[src/rtl/excp_pkg.sv]
// Package: shared encodings for the boundary event resolver.
// Assumes 8-bit vectors; class codes are fixed by the requirements.
package excp_pkg;

    typedef enum logic [1:0] {
        CLS_NONE  = 2'd0,
        CLS_TRAP  = 2'd1,
        CLS_FAULT = 2'd2,
        CLS_INTR  = 2'd3
    } evt_class_e;

    localparam logic [7:0] VEC_DBG    = 8'd1;
    localparam logic [7:0] VEC_NMI    = 8'd2;
    localparam logic [7:0] VEC_BADOP  = 8'd6;
    localparam logic [7:0] VEC_NOCOP  = 8'd7;
    localparam logic [7:0] VEC_SEGABS = 8'd11;
    localparam logic [7:0] VEC_STACK  = 8'd12;
    localparam logic [7:0] VEC_PROT   = 8'd13;
    localparam logic [7:0] VEC_PAGE   = 8'd14;
    localparam logic [7:0] VEC_COPERR = 8'd16;

    // Fixed candidate slots, highest priority first
    localparam int SLOT_STEP    = 0;
    localparam int SLOT_IBRK    = 1;
    localparam int SLOT_NMI     = 2;
    localparam int SLOT_INTR    = 3;
    localparam int SLOT_FSEG    = 4;
    localparam int SLOT_FPAGE   = 5;
    localparam int SLOT_ILL     = 6;
    localparam int SLOT_PROT    = 7;
    localparam int SLOT_LONG    = 8;
    localparam int SLOT_PRIV    = 9;
    localparam int SLOT_WAIT    = 10;
    localparam int SLOT_ESC     = 11;
    localparam int SLOT_CPERR   = 12;
    localparam int FIXED_SLOTS  = 13;

    // Map a 2-bit operand segment fault code to its vector
    function automatic logic [7:0] seg_code_vec(input logic [1:0] code);
        case (code)
            2'd0:    return VEC_SEGABS;
            2'd1:    return VEC_STACK;
            default: return VEC_PROT;
        endcase
    endfunction

endpackage

[src/rtl/nmi_tracker.sv]
// Module: nmi_tracker
// Latches rising edges of the non-maskable line into a pending bit and
// holds off a second service until the handler-return pulse arrives.
// Assumes nmi_i is already synchronous to clk. An edge sets the bit one
// clock later; a take in the same cycle as a fresh edge keeps the bit set.
module nmi_tracker (
    input  logic clk,
    input  logic rst_n,
    input  logic nmi_i,
    input  logic take_i,
    input  logic ret_i,
    output logic req_o
);

    logic nmi_q;
    logic pend_q;
    logic hold_q;
    logic edge_seen;

    assign edge_seen = nmi_i & ~nmi_q;
    assign req_o     = pend_q & ~hold_q;

    // Track line level, pending bit and hold-off bit
    always_ff @(posedge clk) begin
        if (!rst_n) begin
            nmi_q  <= 1'b0;
            pend_q <= 1'b0;
            hold_q <= 1'b0;
        end else begin
            nmi_q  <= nmi_i;
            pend_q <= (pend_q & ~take_i) | edge_seen;
            if (take_i)
                hold_q <= 1'b1;
            else if (ret_i)
                hold_q <= 1'b0;
        end
    end

    assert_take_only_when_ready_R7: assert property (@(posedge clk) disable iff (!rst_n)
        take_i |-> (pend_q && !hold_q));

    assert_hold_after_take_R7: assert property (@(posedge clk) disable iff (!rst_n)
        ($past(rst_n) && $past(take_i)) |-> hold_q);

    assert_pend_needs_edge_R7: assert property (@(posedge clk) disable iff (!rst_n)
        ($past(rst_n) && !$past(pend_q) && !($past(nmi_i) && !$past(nmi_q))) |-> !pend_q);

endmodule

[src/rtl/cand_builder.sv]
// Module: cand_builder
// Turns the raw boundary conditions into a flat, priority-ordered list of
// candidate events, each with its vector and class. Slot 0 is the most
// urgent. Operand references occupy two slots each (segment, then page)
// in ascending reference index after the fixed slots.
module cand_builder
    import excp_pkg::*;
#(
    parameter int NUM_MREF = 2,
    parameter int ILEN_W   = 5,
    parameter int MAX_ILEN = 15,
    parameter int VEC_W    = 8,
    localparam int NCAND   = FIXED_SLOTS + 2 * NUM_MREF
) (
    input  logic                          step_trap_i,
    input  logic                          ibrk_hit_i,
    input  logic                          nmi_req_i,
    input  logic                          intr_req_i,
    input  logic                          int_enable_i,
    input  logic [VEC_W-1:0]              intr_vector_i,
    input  logic                          fetch_seg_flt_i,
    input  logic                          fetch_seg_kind_i,
    input  logic                          fetch_page_flt_i,
    input  logic                          illegal_op_i,
    input  logic                          prot_only_op_i,
    input  logic                          real_or_v86_i,
    input  logic [ILEN_W-1:0]             insn_len_i,
    input  logic                          priv_viol_i,
    input  logic                          op_wait_i,
    input  logic                          op_esc_i,
    input  logic                          cp_em_i,
    input  logic                          cp_mp_i,
    input  logic                          cp_ts_i,
    input  logic                          cp_err_i,
    input  logic [NUM_MREF-1:0]           mref_seg_flt_i,
    input  logic [2*NUM_MREF-1:0]         mref_seg_code_i,
    input  logic [NUM_MREF-1:0]           mref_page_flt_i,
    output logic [NCAND-1:0]              req_o,
    output logic [NCAND-1:0][VEC_W-1:0]   vec_o,
    output logic [NCAND-1:0][1:0]         cls_o
);

    // Fill every candidate slot from the boundary conditions
    always_comb begin
        req_o = '0;
        vec_o = '0;
        cls_o = '0;

        req_o[SLOT_STEP]  = step_trap_i;
        vec_o[SLOT_STEP]  = VEC_W'(VEC_DBG);
        cls_o[SLOT_STEP]  = CLS_TRAP;

        req_o[SLOT_IBRK]  = ibrk_hit_i;
        vec_o[SLOT_IBRK]  = VEC_W'(VEC_DBG);
        cls_o[SLOT_IBRK]  = CLS_FAULT;

        req_o[SLOT_NMI]   = nmi_req_i;
        vec_o[SLOT_NMI]   = VEC_W'(VEC_NMI);
        cls_o[SLOT_NMI]   = CLS_INTR;

        req_o[SLOT_INTR]  = intr_req_i & int_enable_i;
        vec_o[SLOT_INTR]  = intr_vector_i;
        cls_o[SLOT_INTR]  = CLS_INTR;

        req_o[SLOT_FSEG]  = fetch_seg_flt_i;
        vec_o[SLOT_FSEG]  = fetch_seg_kind_i ? VEC_W'(VEC_PROT) : VEC_W'(VEC_SEGABS);
        cls_o[SLOT_FSEG]  = CLS_FAULT;

        req_o[SLOT_FPAGE] = fetch_page_flt_i;
        vec_o[SLOT_FPAGE] = VEC_W'(VEC_PAGE);
        cls_o[SLOT_FPAGE] = CLS_FAULT;

        req_o[SLOT_ILL]   = illegal_op_i;
        vec_o[SLOT_ILL]   = VEC_W'(VEC_BADOP);
        cls_o[SLOT_ILL]   = CLS_FAULT;

        req_o[SLOT_PROT]  = prot_only_op_i & real_or_v86_i;
        vec_o[SLOT_PROT]  = VEC_W'(VEC_BADOP);
        cls_o[SLOT_PROT]  = CLS_FAULT;

        req_o[SLOT_LONG]  = (insn_len_i > ILEN_W'(MAX_ILEN));
        vec_o[SLOT_LONG]  = VEC_W'(VEC_PROT);
        cls_o[SLOT_LONG]  = CLS_FAULT;

        req_o[SLOT_PRIV]  = priv_viol_i;
        vec_o[SLOT_PRIV]  = VEC_W'(VEC_PROT);
        cls_o[SLOT_PRIV]  = CLS_FAULT;

        req_o[SLOT_WAIT]  = op_wait_i & cp_ts_i & cp_mp_i;
        vec_o[SLOT_WAIT]  = VEC_W'(VEC_NOCOP);
        cls_o[SLOT_WAIT]  = CLS_FAULT;

        req_o[SLOT_ESC]   = op_esc_i & (cp_em_i | cp_ts_i);
        vec_o[SLOT_ESC]   = VEC_W'(VEC_NOCOP);
        cls_o[SLOT_ESC]   = CLS_FAULT;

        req_o[SLOT_CPERR] = (op_wait_i | op_esc_i) & cp_err_i;
        vec_o[SLOT_CPERR] = VEC_W'(VEC_COPERR);
        cls_o[SLOT_CPERR] = CLS_FAULT;

        for (int m = 0; m < NUM_MREF; m++) begin
            req_o[FIXED_SLOTS + 2*m]     = mref_seg_flt_i[m];
            vec_o[FIXED_SLOTS + 2*m]     = VEC_W'(seg_code_vec(mref_seg_code_i[2*m +: 2]));
            cls_o[FIXED_SLOTS + 2*m]     = CLS_FAULT;
            req_o[FIXED_SLOTS + 2*m + 1] = mref_page_flt_i[m];
            vec_o[FIXED_SLOTS + 2*m + 1] = VEC_W'(VEC_PAGE);
            cls_o[FIXED_SLOTS + 2*m + 1] = CLS_FAULT;
        end
    end

endmodule

[src/rtl/prio_pick.sv]
// Module: prio_pick
// Fixed-priority selector: grants the lowest-index active request and
// muxes out its vector and class with a one-hot AND-OR tree.
// Assumes slot 0 is the highest priority. Purely combinational; clk and
// rst_n feed only the checks.
module prio_pick #(
    parameter int N     = 17,
    parameter int VEC_W = 8
) (
    input  logic                   clk,
    input  logic                   rst_n,
    input  logic [N-1:0]           req_i,
    input  logic [N-1:0][VEC_W-1:0] vec_i,
    input  logic [N-1:0][1:0]      cls_i,
    output logic [N-1:0]           gnt_o,
    output logic                   hit_o,
    output logic [VEC_W-1:0]       vec_o,
    output logic [1:0]             cls_o
);

    // One grant line per slot: active and no higher slot active
    for (genvar g = 0; g < N; g++) begin : g_grant
        if (g == 0) begin : g_top
            assign gnt_o[g] = req_i[g];
        end else begin : g_rest
            assign gnt_o[g] = req_i[g] & ~(|req_i[g-1:0]);
        end
    end

    // AND-OR mux of the granted slot's payload
    always_comb begin
        hit_o = 1'b0;
        vec_o = '0;
        cls_o = '0;
        for (int i = 0; i < N; i++) begin
            hit_o = hit_o | gnt_o[i];
            vec_o = vec_o | (vec_i[i] & {VEC_W{gnt_o[i]}});
            cls_o = cls_o | (cls_i[i] & {2{gnt_o[i]}});
        end
    end

    assert_single_grant_R12: assert property (@(posedge clk) disable iff (!rst_n)
        $onehot0(gnt_o));

    assert_request_granted_R12: assert property (@(posedge clk) disable iff (!rst_n)
        (|req_i) |-> hit_o);

endmodule

[src/rtl/excp_prio_resolver.sv]
// Module: excp_prio_resolver (top)
// At each boundary strobe, selects the single most urgent pending event and
// registers its vector and class; valid pulses for one cycle. Assumes the
// condition inputs are stable in the strobe cycle and the sequencer retries
// a faulting instruction with a fresh strobe.
module excp_prio_resolver
    import excp_pkg::*;
#(
    parameter int NUM_MREF = 2,
    parameter int ILEN_W   = 5,
    parameter int MAX_ILEN = 15,
    parameter int VEC_W    = 8
) (
    input  logic                  clk,
    input  logic                  rst_n,
    input  logic                  boundary_i,
    input  logic                  step_trap_i,
    input  logic                  ibrk_hit_i,
    input  logic                  nmi_i,
    input  logic                  nmi_return_i,
    input  logic                  intr_req_i,
    input  logic                  int_enable_i,
    input  logic [VEC_W-1:0]      intr_vector_i,
    input  logic                  fetch_seg_flt_i,
    input  logic                  fetch_seg_kind_i,
    input  logic                  fetch_page_flt_i,
    input  logic                  illegal_op_i,
    input  logic                  prot_only_op_i,
    input  logic                  real_or_v86_i,
    input  logic [ILEN_W-1:0]     insn_len_i,
    input  logic                  priv_viol_i,
    input  logic                  op_wait_i,
    input  logic                  op_esc_i,
    input  logic                  cp_em_i,
    input  logic                  cp_mp_i,
    input  logic                  cp_ts_i,
    input  logic                  cp_err_i,
    input  logic [NUM_MREF-1:0]   mref_seg_flt_i,
    input  logic [2*NUM_MREF-1:0] mref_seg_code_i,
    input  logic [NUM_MREF-1:0]   mref_page_flt_i,
    output logic                  evt_valid_o,
    output logic [VEC_W-1:0]      evt_vector_o,
    output logic [1:0]            evt_class_o
);

    localparam int NCAND = FIXED_SLOTS + 2 * NUM_MREF;

    logic                        nmi_req;
    logic                        nmi_take;
    logic [NCAND-1:0]            cand_req;
    logic [NCAND-1:0][VEC_W-1:0] cand_vec;
    logic [NCAND-1:0][1:0]       cand_cls;
    logic [NCAND-1:0]            gnt;
    logic                        pick_hit;
    logic [VEC_W-1:0]            pick_vec;
    logic [1:0]                  pick_cls;

    assign nmi_take = boundary_i & gnt[SLOT_NMI];

    nmi_tracker i_nmi (
        .clk    (clk),
        .rst_n  (rst_n),
        .nmi_i  (nmi_i),
        .take_i (nmi_take),
        .ret_i  (nmi_return_i),
        .req_o  (nmi_req)
    );

    cand_builder #(
        .NUM_MREF (NUM_MREF),
        .ILEN_W   (ILEN_W),
        .MAX_ILEN (MAX_ILEN),
        .VEC_W    (VEC_W)
    ) i_cand (
        .step_trap_i      (step_trap_i),
        .ibrk_hit_i       (ibrk_hit_i),
        .nmi_req_i        (nmi_req),
        .intr_req_i       (intr_req_i),
        .int_enable_i     (int_enable_i),
        .intr_vector_i    (intr_vector_i),
        .fetch_seg_flt_i  (fetch_seg_flt_i),
        .fetch_seg_kind_i (fetch_seg_kind_i),
        .fetch_page_flt_i (fetch_page_flt_i),
        .illegal_op_i     (illegal_op_i),
        .prot_only_op_i   (prot_only_op_i),
        .real_or_v86_i    (real_or_v86_i),
        .insn_len_i       (insn_len_i),
        .priv_viol_i      (priv_viol_i),
        .op_wait_i        (op_wait_i),
        .op_esc_i         (op_esc_i),
        .cp_em_i          (cp_em_i),
        .cp_mp_i          (cp_mp_i),
        .cp_ts_i          (cp_ts_i),
        .cp_err_i         (cp_err_i),
        .mref_seg_flt_i   (mref_seg_flt_i),
        .mref_seg_code_i  (mref_seg_code_i),
        .mref_page_flt_i  (mref_page_flt_i),
        .req_o            (cand_req),
        .vec_o            (cand_vec),
        .cls_o            (cand_cls)
    );

    prio_pick #(
        .N     (NCAND),
        .VEC_W (VEC_W)
    ) i_pick (
        .clk   (clk),
        .rst_n (rst_n),
        .req_i (cand_req),
        .vec_i (cand_vec),
        .cls_i (cand_cls),
        .gnt_o (gnt),
        .hit_o (pick_hit),
        .vec_o (pick_vec),
        .cls_o (pick_cls)
    );

    // Register the selected event at each strobe; pulse valid once
    always_ff @(posedge clk) begin
        if (!rst_n) begin
            evt_valid_o  <= 1'b0;
            evt_vector_o <= '0;
            evt_class_o  <= CLS_NONE;
        end else if (boundary_i) begin
            evt_valid_o  <= pick_hit;
            evt_vector_o <= pick_hit ? pick_vec : '0;
            evt_class_o  <= pick_hit ? pick_cls : CLS_NONE;
        end else begin
            evt_valid_o  <= 1'b0;
        end
    end

    assert_valid_follows_strobe_R1: assert property (@(posedge clk) disable iff (!rst_n)
        evt_valid_o |-> $past(boundary_i));

    assert_hold_between_strobes_R1: assert property (@(posedge clk) disable iff (!rst_n)
        ($past(rst_n) && !$past(boundary_i)) |-> ($stable(evt_vector_o) && $stable(evt_class_o)));

    assert_valid_has_class_R2: assert property (@(posedge clk) disable iff (!rst_n)
        evt_valid_o |-> (evt_class_o != CLS_NONE));

    assert_trap_is_debug_vector_R3: assert property (@(posedge clk) disable iff (!rst_n)
        (evt_valid_o && evt_class_o == CLS_TRAP) |-> (evt_vector_o == VEC_W'(VEC_DBG)));

    assert_masked_intr_ignored_R6: assert property (@(posedge clk) disable iff (!rst_n)
        ($past(rst_n) && $past(boundary_i) && !$past(int_enable_i) && !$past(nmi_req))
        |-> (evt_class_o != CLS_INTR));

    assert_reset_clears_R13: assert property (@(posedge clk) disable iff (!rst_n)
        !$past(rst_n) |-> (!evt_valid_o && evt_vector_o == '0 && evt_class_o == CLS_NONE));

endmodule

[config.mk]
export PLATFORM = sky130hd
export DESIGN_NAME = excp_prio_resolver
export DESIGN_NICKNAME = d
export VERILOG_FILES = /design/src/rtl/excp_pkg.sv /design/src/rtl/nmi_tracker.sv /design/src/rtl/cand_builder.sv /design/src/rtl/prio_pick.sv /design/src/rtl/excp_prio_resolver.sv
export SDC_FILE = /design/constraint.sdc
export NUM_CORES = 1
export LEC_CHECK = 0
export BUFFER_PORTS_ARGS = -buffer_cell sky130_fd_sc_hd__buf_4
export CORE_ASPECT_RATIO = 0.7
export CORE_MARGIN = 10
export CORE_UTILIZATION = 48
export CTS_BUF_LIST = sky130_fd_sc_hd__clkbuf_8
export CTS_CLUSTER_DIAMETER = 50
export DETAILED_ROUTE_END_ITERATION = 16
export HOLD_SLACK_MARGIN = 0.12
export MAX_ROUTING_LAYER = met4
export PLACE_DENSITY = 0.87
export SYNTH_ARGS = -nofsm -noshare
export SYNTH_HDL_FRONTEND = slang
export SYNTH_SLANG_ARGS = --single-unit
[constraint.sdc]
create_clock -name clk -period 2.13 [get_ports clk]
set_input_delay 0.213 -clock clk [delete_from_list [all_inputs] [get_ports clk]]
set_output_delay 0.213 -clock clk [all_outputs]
set_load 0.005 [all_outputs]
# [Word-level counts from Yosys, hierarchy flattened]
# Index checks and enable logic that the tools add are counted.
[totals] regBits=14 input_bits=43
[classes] magnitude_cmp=1 eq_ne=2 muxes=7 n_bitwise=100 reduce_logical=19
[op_table] operator="8-bit by 4-bit bitwise OR with 8-bit output" count=5
[op_table] operator="8-bit by 3-bit bitwise OR with 8-bit output" count=4
[op_table] operator="8-bit bitwise OR" count=4
[op_table] operator="2-bit bitwise OR" count=15
[op_table] operator="1-bit bitwise AND" count=26
[op_table] operator="4-bit by 8-bit bitwise AND with 8-bit output" count=3
[op_table] operator="1-bit bitwise OR" count=20
[op_table] operator="1-bit inverter" count=19
[op_table] operator="16-bit OR reduction" count=1
[op_table] operator="15-bit OR reduction" count=1
[op_table] operator="14-bit OR reduction" count=1
[op_table] operator="13-bit OR reduction" count=1
[op_table] operator="3-bit one-hot mux with 2 select lines" count=2
[op_table] operator="12-bit OR reduction" count=1
[op_table] operator="11-bit OR reduction" count=1
[op_table] operator="10-bit OR reduction" count=1
[op_table] operator="9-bit OR reduction" count=1
[op_table] operator="8-bit bitwise AND" count=1
[op_table] operator="8-bit 2-to-1 mux" count=1
[op_table] operator="8-bit by 2-bit bitwise OR with 8-bit output" count=1
[op_table] operator="8-bit by 5-bit bitwise OR with 8-bit output" count=1
[op_table] operator="8-bit OR reduction" count=1
[op_table] operator="7-bit OR reduction" count=1
[op_table] operator="6-bit OR reduction" count=1
[op_table] operator="other kinds (13)" count=16

# [Depth between registers and ports, before layout]
[depth] depth_word=21 depth_mapped=6 mapped_depth_nobuf=5

# [Hierarchy]
# From an unflattened synthesis, not the netlist that was laid out.
[hier_totals] hier_cells=458 hier_area_um2=3355.7
[by_module_without_submodules] module="prio_pick" instances=1 cells_each=211 area_each_um2=1406.3
[by_module_without_submodules] module="cand_builder" instances=1 cells_each=189 area_each_um2=1387.6
[by_module_without_submodules] module="excp_prio_resolver" instances=1 cells_each=48 area_each_um2=450.4
[by_module_without_submodules] module="nmi_tracker" instances=1 cells_each=10 area_each_um2=111.4

# [Worst setup path after synthesis]
# Ideal clock, no wire load.
[synth_timing] path_type="register to register" startpoint="register i_nmi.pend_q" endpoint="register evt_vector_o[2]" setup_ns=0.072 t_arrival_ns=1.174 setup_slack_ns=0.884 path_stages_with_launch=6 cell_sequence="dfxtp_1 or2b_1 nand3_4 or2_4 o22ai_1 a2bb2oi_1"
[synth_between] elab_chain_cells=20 elab_cells_between_ends=78 cone_classes="mux: 1; bitwise: 63; reduce/logical: 14"
[synth_rtl] item="start: declaration" line="nmi_tracker.sv:16" source="logic pend_q;"
[synth_rtl] item="start signal: assignment" line="nmi_tracker.sv:31" source="pend_q <= (pend_q & ~take_i) | edge_seen;"
[synth_rtl] item="1-bit bitwise AND (*)" line="nmi_tracker.sv:21" source="assign req_o = pend_q & ~hold_q;"
[synth_rtl] item="3-bit OR reduction" line="prio_pick.sv:26" source="assign gnt_o[g] = req_i[g] & ~(|req_i[g-1:0]);"
[synth_rtl] item="1-bit inverter" line="prio_pick.sv:26"
[synth_rtl] item="1-bit bitwise AND" line="prio_pick.sv:26"
[synth_rtl] item="8-bit bitwise AND" line="prio_pick.sv:37" source="vec_o = vec_o | (vec_i[i] & {VEC_W{gnt_o[i]}});"
[synth_rtl] item="8-bit bitwise OR (2 in series)" line="prio_pick.sv:37"
[synth_rtl] item="8-bit by 4-bit bitwise OR with 8-bit output" line="prio_pick.sv:37"
[synth_rtl] item="8-bit by 3-bit bitwise OR with 8-bit output (2 in series)" line="prio_pick.sv:37"
[synth_rtl] item="8-bit by 4-bit bitwise OR with 8-bit output (2 in series)" line="prio_pick.sv:37"
[synth_rtl] item="8-bit by 3-bit bitwise OR with 8-bit output (2 in series)" line="prio_pick.sv:37"
[synth_rtl] item="8-bit by 5-bit bitwise OR with 8-bit output" line="prio_pick.sv:37"
[synth_rtl] item="8-bit bitwise OR" line="prio_pick.sv:37"
[synth_rtl] item="8-bit by 4-bit bitwise OR with 8-bit output" line="prio_pick.sv:37"
[synth_rtl] item="8-bit bitwise OR" line="prio_pick.sv:37"
[synth_rtl] item="8-bit by 4-bit bitwise OR with 8-bit output" line="prio_pick.sv:37"
[synth_rtl] item="8-bit 2-to-1 mux (*)" line="excp_prio_resolver.sv:126" source="evt_vector_o <= pick_hit ? pick_vec : '0;"
[synth_rtl] item="end signal: assignment" line="excp_prio_resolver.sv:126"
[synth_rtl] item="end: declaration" line="excp_prio_resolver.sv:42" source="output logic [VEC_W-1:0] evt_vector_o,"
# Mark *: on every way between the ends. The rest lies on a longest branch, timed or not.
# A chain may end at the register's enable or synchronous reset.

# [Worst setup path in the final report]
[layout_timing] startpoint="register i_nmi.hold_q" endpoint="register evt_class_o[0]"
[layout_between] elab_chain_cells=20 elab_cells_between_ends=76 cone_classes="mux: 1; bitwise: 61; reduce/logical: 14"
[layout_rtl] item="start: declaration" line="nmi_tracker.sv:17" source="logic hold_q;"
[layout_rtl] item="start signal: assignment" line="nmi_tracker.sv:28" source="hold_q <= 1'b0;"
[layout_rtl] item="start signal: assignment" line="nmi_tracker.sv:33" source="hold_q <= 1'b1;"
[layout_rtl] item="start signal: assignment" line="nmi_tracker.sv:35" source="hold_q <= 1'b0;"
[layout_rtl] item="1-bit inverter (*)" line="nmi_tracker.sv:21"
[layout_rtl] item="1-bit bitwise AND (*)" line="nmi_tracker.sv:21"
[layout_rtl] item="3-bit OR reduction" line="prio_pick.sv:26"
[layout_rtl] item="1-bit inverter" line="prio_pick.sv:26"
[layout_rtl] item="1-bit bitwise AND" line="prio_pick.sv:26"
[layout_rtl] item="2-bit bitwise OR / 1-bit bitwise OR (equally long branches) (14 in series)" line="prio_pick.sv:38, prio_pick.sv:36"
[layout_rtl] item="2-bit 2-to-1 mux (*)" line="excp_prio_resolver.sv:127" source="evt_class_o <= pick_hit ? pick_cls : CLS_NONE;"
[layout_rtl] item="end signal: assignment" line="excp_prio_resolver.sv:127"
[layout_rtl] item="end: declaration" line="excp_prio_resolver.sv:43" source="output logic [1:0] evt_class_o"
# Marks and branches as above.

==> summary.txt <==
Outcome = completed
Sequential cell area fraction in the yosys report = 0.308
Worst hold slack = 0.175 ns
Peak Freq = 0.664 GHz
Measured slew at the worst slew-check pin = 0.399 ns
Worst Path Class, Setup = flip-flop to flip-flop
CTS H-Tree Depth = 1
Crit path DAT = 1.63 ns
Initial antenna violation count = 0
Worst reg2reg path startpoint = i_nmi.hold_q
Final-report max-slew violation count = 0
Post-synth top area share = 0.308
Inserted Diodes = 0
Hold WC Path Type = input port to flip-flop
Synth Area in Adders = 0
Startpoint Class = flip-flop
Placed Instances = 181
Final setup skew = 0.00467 ns
Reg2Reg Depth = 5
Routed wire length = 2990 um
FFs w/ async S/R, synth = 0
Placeable Area = 1820 sq um
CTS tree = yes
Top-count cell post-synth = dfxtp_1
Max Root-Sink Buffers = 2
Synth cell count leaders = 14 x dfxtp_1, 11 x nand2_1, 8 x a21oi_1, 8 x nor2_1
Mapped Nets = 154
Worst-skew pair later-pin latency = 0.25 ns
R2R setup slack = 0.62 ns
Area leader, netlist = dfxtp_1
PortBufs = 49
Leak pwr = 0.574 nW
Multiplexer share of the synthesized area = 0
Detailed placement HPWL = 2480 um
Setup TNS = 0 ns
Crit-path max FO = 7
Hold Vio Cnt, Final = 0
Site row count = 13
MaxCap Viol Count = 0
Layout Cells excl Fill = 185
Vias per inst = 5.86
First-pass GRT wire length = 4790 um
CTS Buf Count = 3
Routed via count = 1084
Final net count = 207
Cts repair resizes = 0
Compound-gate portion of the synthesized area = 0.339
CP Data Required Time = 2.26 ns
Routed met3 length = 253 um
Met2 WL post-DR = 1420 um
Post-Syn Area = 911 sq um
Final min period = 1.51 ns
Largest family of logic cells by synthesized area = compound AO/OA/AOI/OAI gates
FF-to-FF End = evt_class_o[0]
PD cells = 524 nW/um^2
Fraction of layout cells with a size suffix above 1 = 0.405
Initial Util = 0.500
Seq cells post-synth = 14
Die area = 4070 sq um
Root Buffer = clkbuf_8
Synth area leaders = dfxtp_1 31%, nand2_1 4.5%, a21oi_1 4.4%, nand3_4 3.8%, o21ai_0 3.3%
Synth Area in XOR/XNOR = 0
Chip Width = 72.1 um
Ys Warns = 0
DRC viols = 0
Top Layer Used = met4
End of the critical path = evt_class_o[0]
Clock sinks = 14
Post-synth top flop = dfxtp_1
CP startpoint = i_nmi.hold_q
Mapped Cells = 111
Routed Antenna Nets = 0
CTS Hold Buffers Added = 0
Gpl congestion = 0.850
Max-slew headroom = 0.731
Mean post-synth cell area = 8.21 sq um
Final setup viols = 0
Fill count = 135
Largest net degree at the start of global routing = 10
Vias in the first global route = 1096
Worst setup EP type = flip-flop
# IOs = 54
GRT Total Usage = 0.143
Post-synthesis simple-gate area fraction = 0.310
Clk slew on worst S/H paths = 0.06 ns
Setup Fix Bufs, Post-CTS = 0
DR WL/cell = 16.2 um
RSZ-0062 raised after global routing = false
Post-synthesis cell type count = 45
Post-synth EDFFs = 0
Detailed Routing Iterations Pass 1 = 5
Peak supply drop = 0.401 mV
Detailed router's first-iteration violation count = 75
Metal1 wirelength = 1280 um
Tcrit/Tclk final = 0.707
Layout Area Growth over Synthesis = 48.5%
Die height = 56.4 um
Total grt overflow = 0
-- worst min-delay path by stage --
stage | start | endpoint | slack (ns) | cells past startpoint
6_report | intr_vector_i[5] | evt_vector_o[5] | 0.18 | 2
5_1_grt | intr_vector_i[6] | evt_vector_o[6] | 0.19 | 2
4_1_cts | intr_vector_i[5] | evt_vector_o[5] | 0.17 | 2
3_5_place_dp | intr_vector_i[5] | evt_vector_o[5] | 0.43 | 2
3_3_place_gp | intr_vector_i[5] | evt_vector_o[5] | 0.43 | 2
2_1_floorplan | step_trap_i | evt_class_o[1] | 0.31 | 1
-- through the flow --
step | setup slack [ns] | util | power (mW) | cell area (sq um)
floorplan | 0.884 | - | 0.355 | 911
global placement | 0.736 | 0.712 | 0.443 | 1300
detailed placement | 0.673 | 0.712 | 0.451 | 1300
CTS | 0.663 | 0.742 | 0.707 | 1350
global route | 0.574 | 0.742 | 0.733 | 1350
finish | 0.624 | 0.742 | 0.709 | 1350
-- sequential cells by signal, summed over array words and instances, names as in the netlist --
signal,cells
evt_class_o,2
evt_valid_o,1
evt_vector_o,8
i_nmi.hold_q,1
i_nmi.nmi_q,1
i_nmi.pend_q,1
-- kinds of logic after synthesis --
family	Yosys count
compound gates	43
flops	14
simple gates	46
buf+inv	8
-- power by group --
part | leakage (nW) | internal, mW | switching [mW]
logic | 0.431 | 0.0884 | 0.0830
clock network | 0.0288 | 0.164 | 0.0973
registers | 0.115 | 0.272 | 0.00454
-- area by class of cell --
class                      count  area [sq um]  area share
multi-input combinational     89           592       0.438
clock buffer                   4          55.1      0.0407
sequential                    14           280       0.207
timing repair buffer          50           375       0.278
tap                           22          27.5      0.0204
inverter                       6          22.5      0.0167
-- routing by layer --
layer	vias to the layer above	global-route usage
met5	-	-
met4	0	0.0386
met3	6	0.0386
met2	59	0.240
met1	496	0.161
li1	523	-
-- placed cells by master, fill, tap and decap left out, types with 4 or more instances in the layout --
cell / synthesis / layout
dfxtp_1: 14 / 14
inv_1: 6 / 6
nor2_1: 8 / 8
buf_4: 0 / 50
o21ai_0: 6 / 6
a21oi_1: 8 / 8
nand2_1: 11 / 11
clkbuf_8: 0 / 4
-- critical path, cell delays in order, from the launching register on --
cell and delay [ns]:
dfxtp_1 0.37, or2b_1 0.23, nand3_4 0.13, nor3_2 0.24, a21o_1 0.30, o21ai_1 0.12
(Power assumes the default switching activity.)
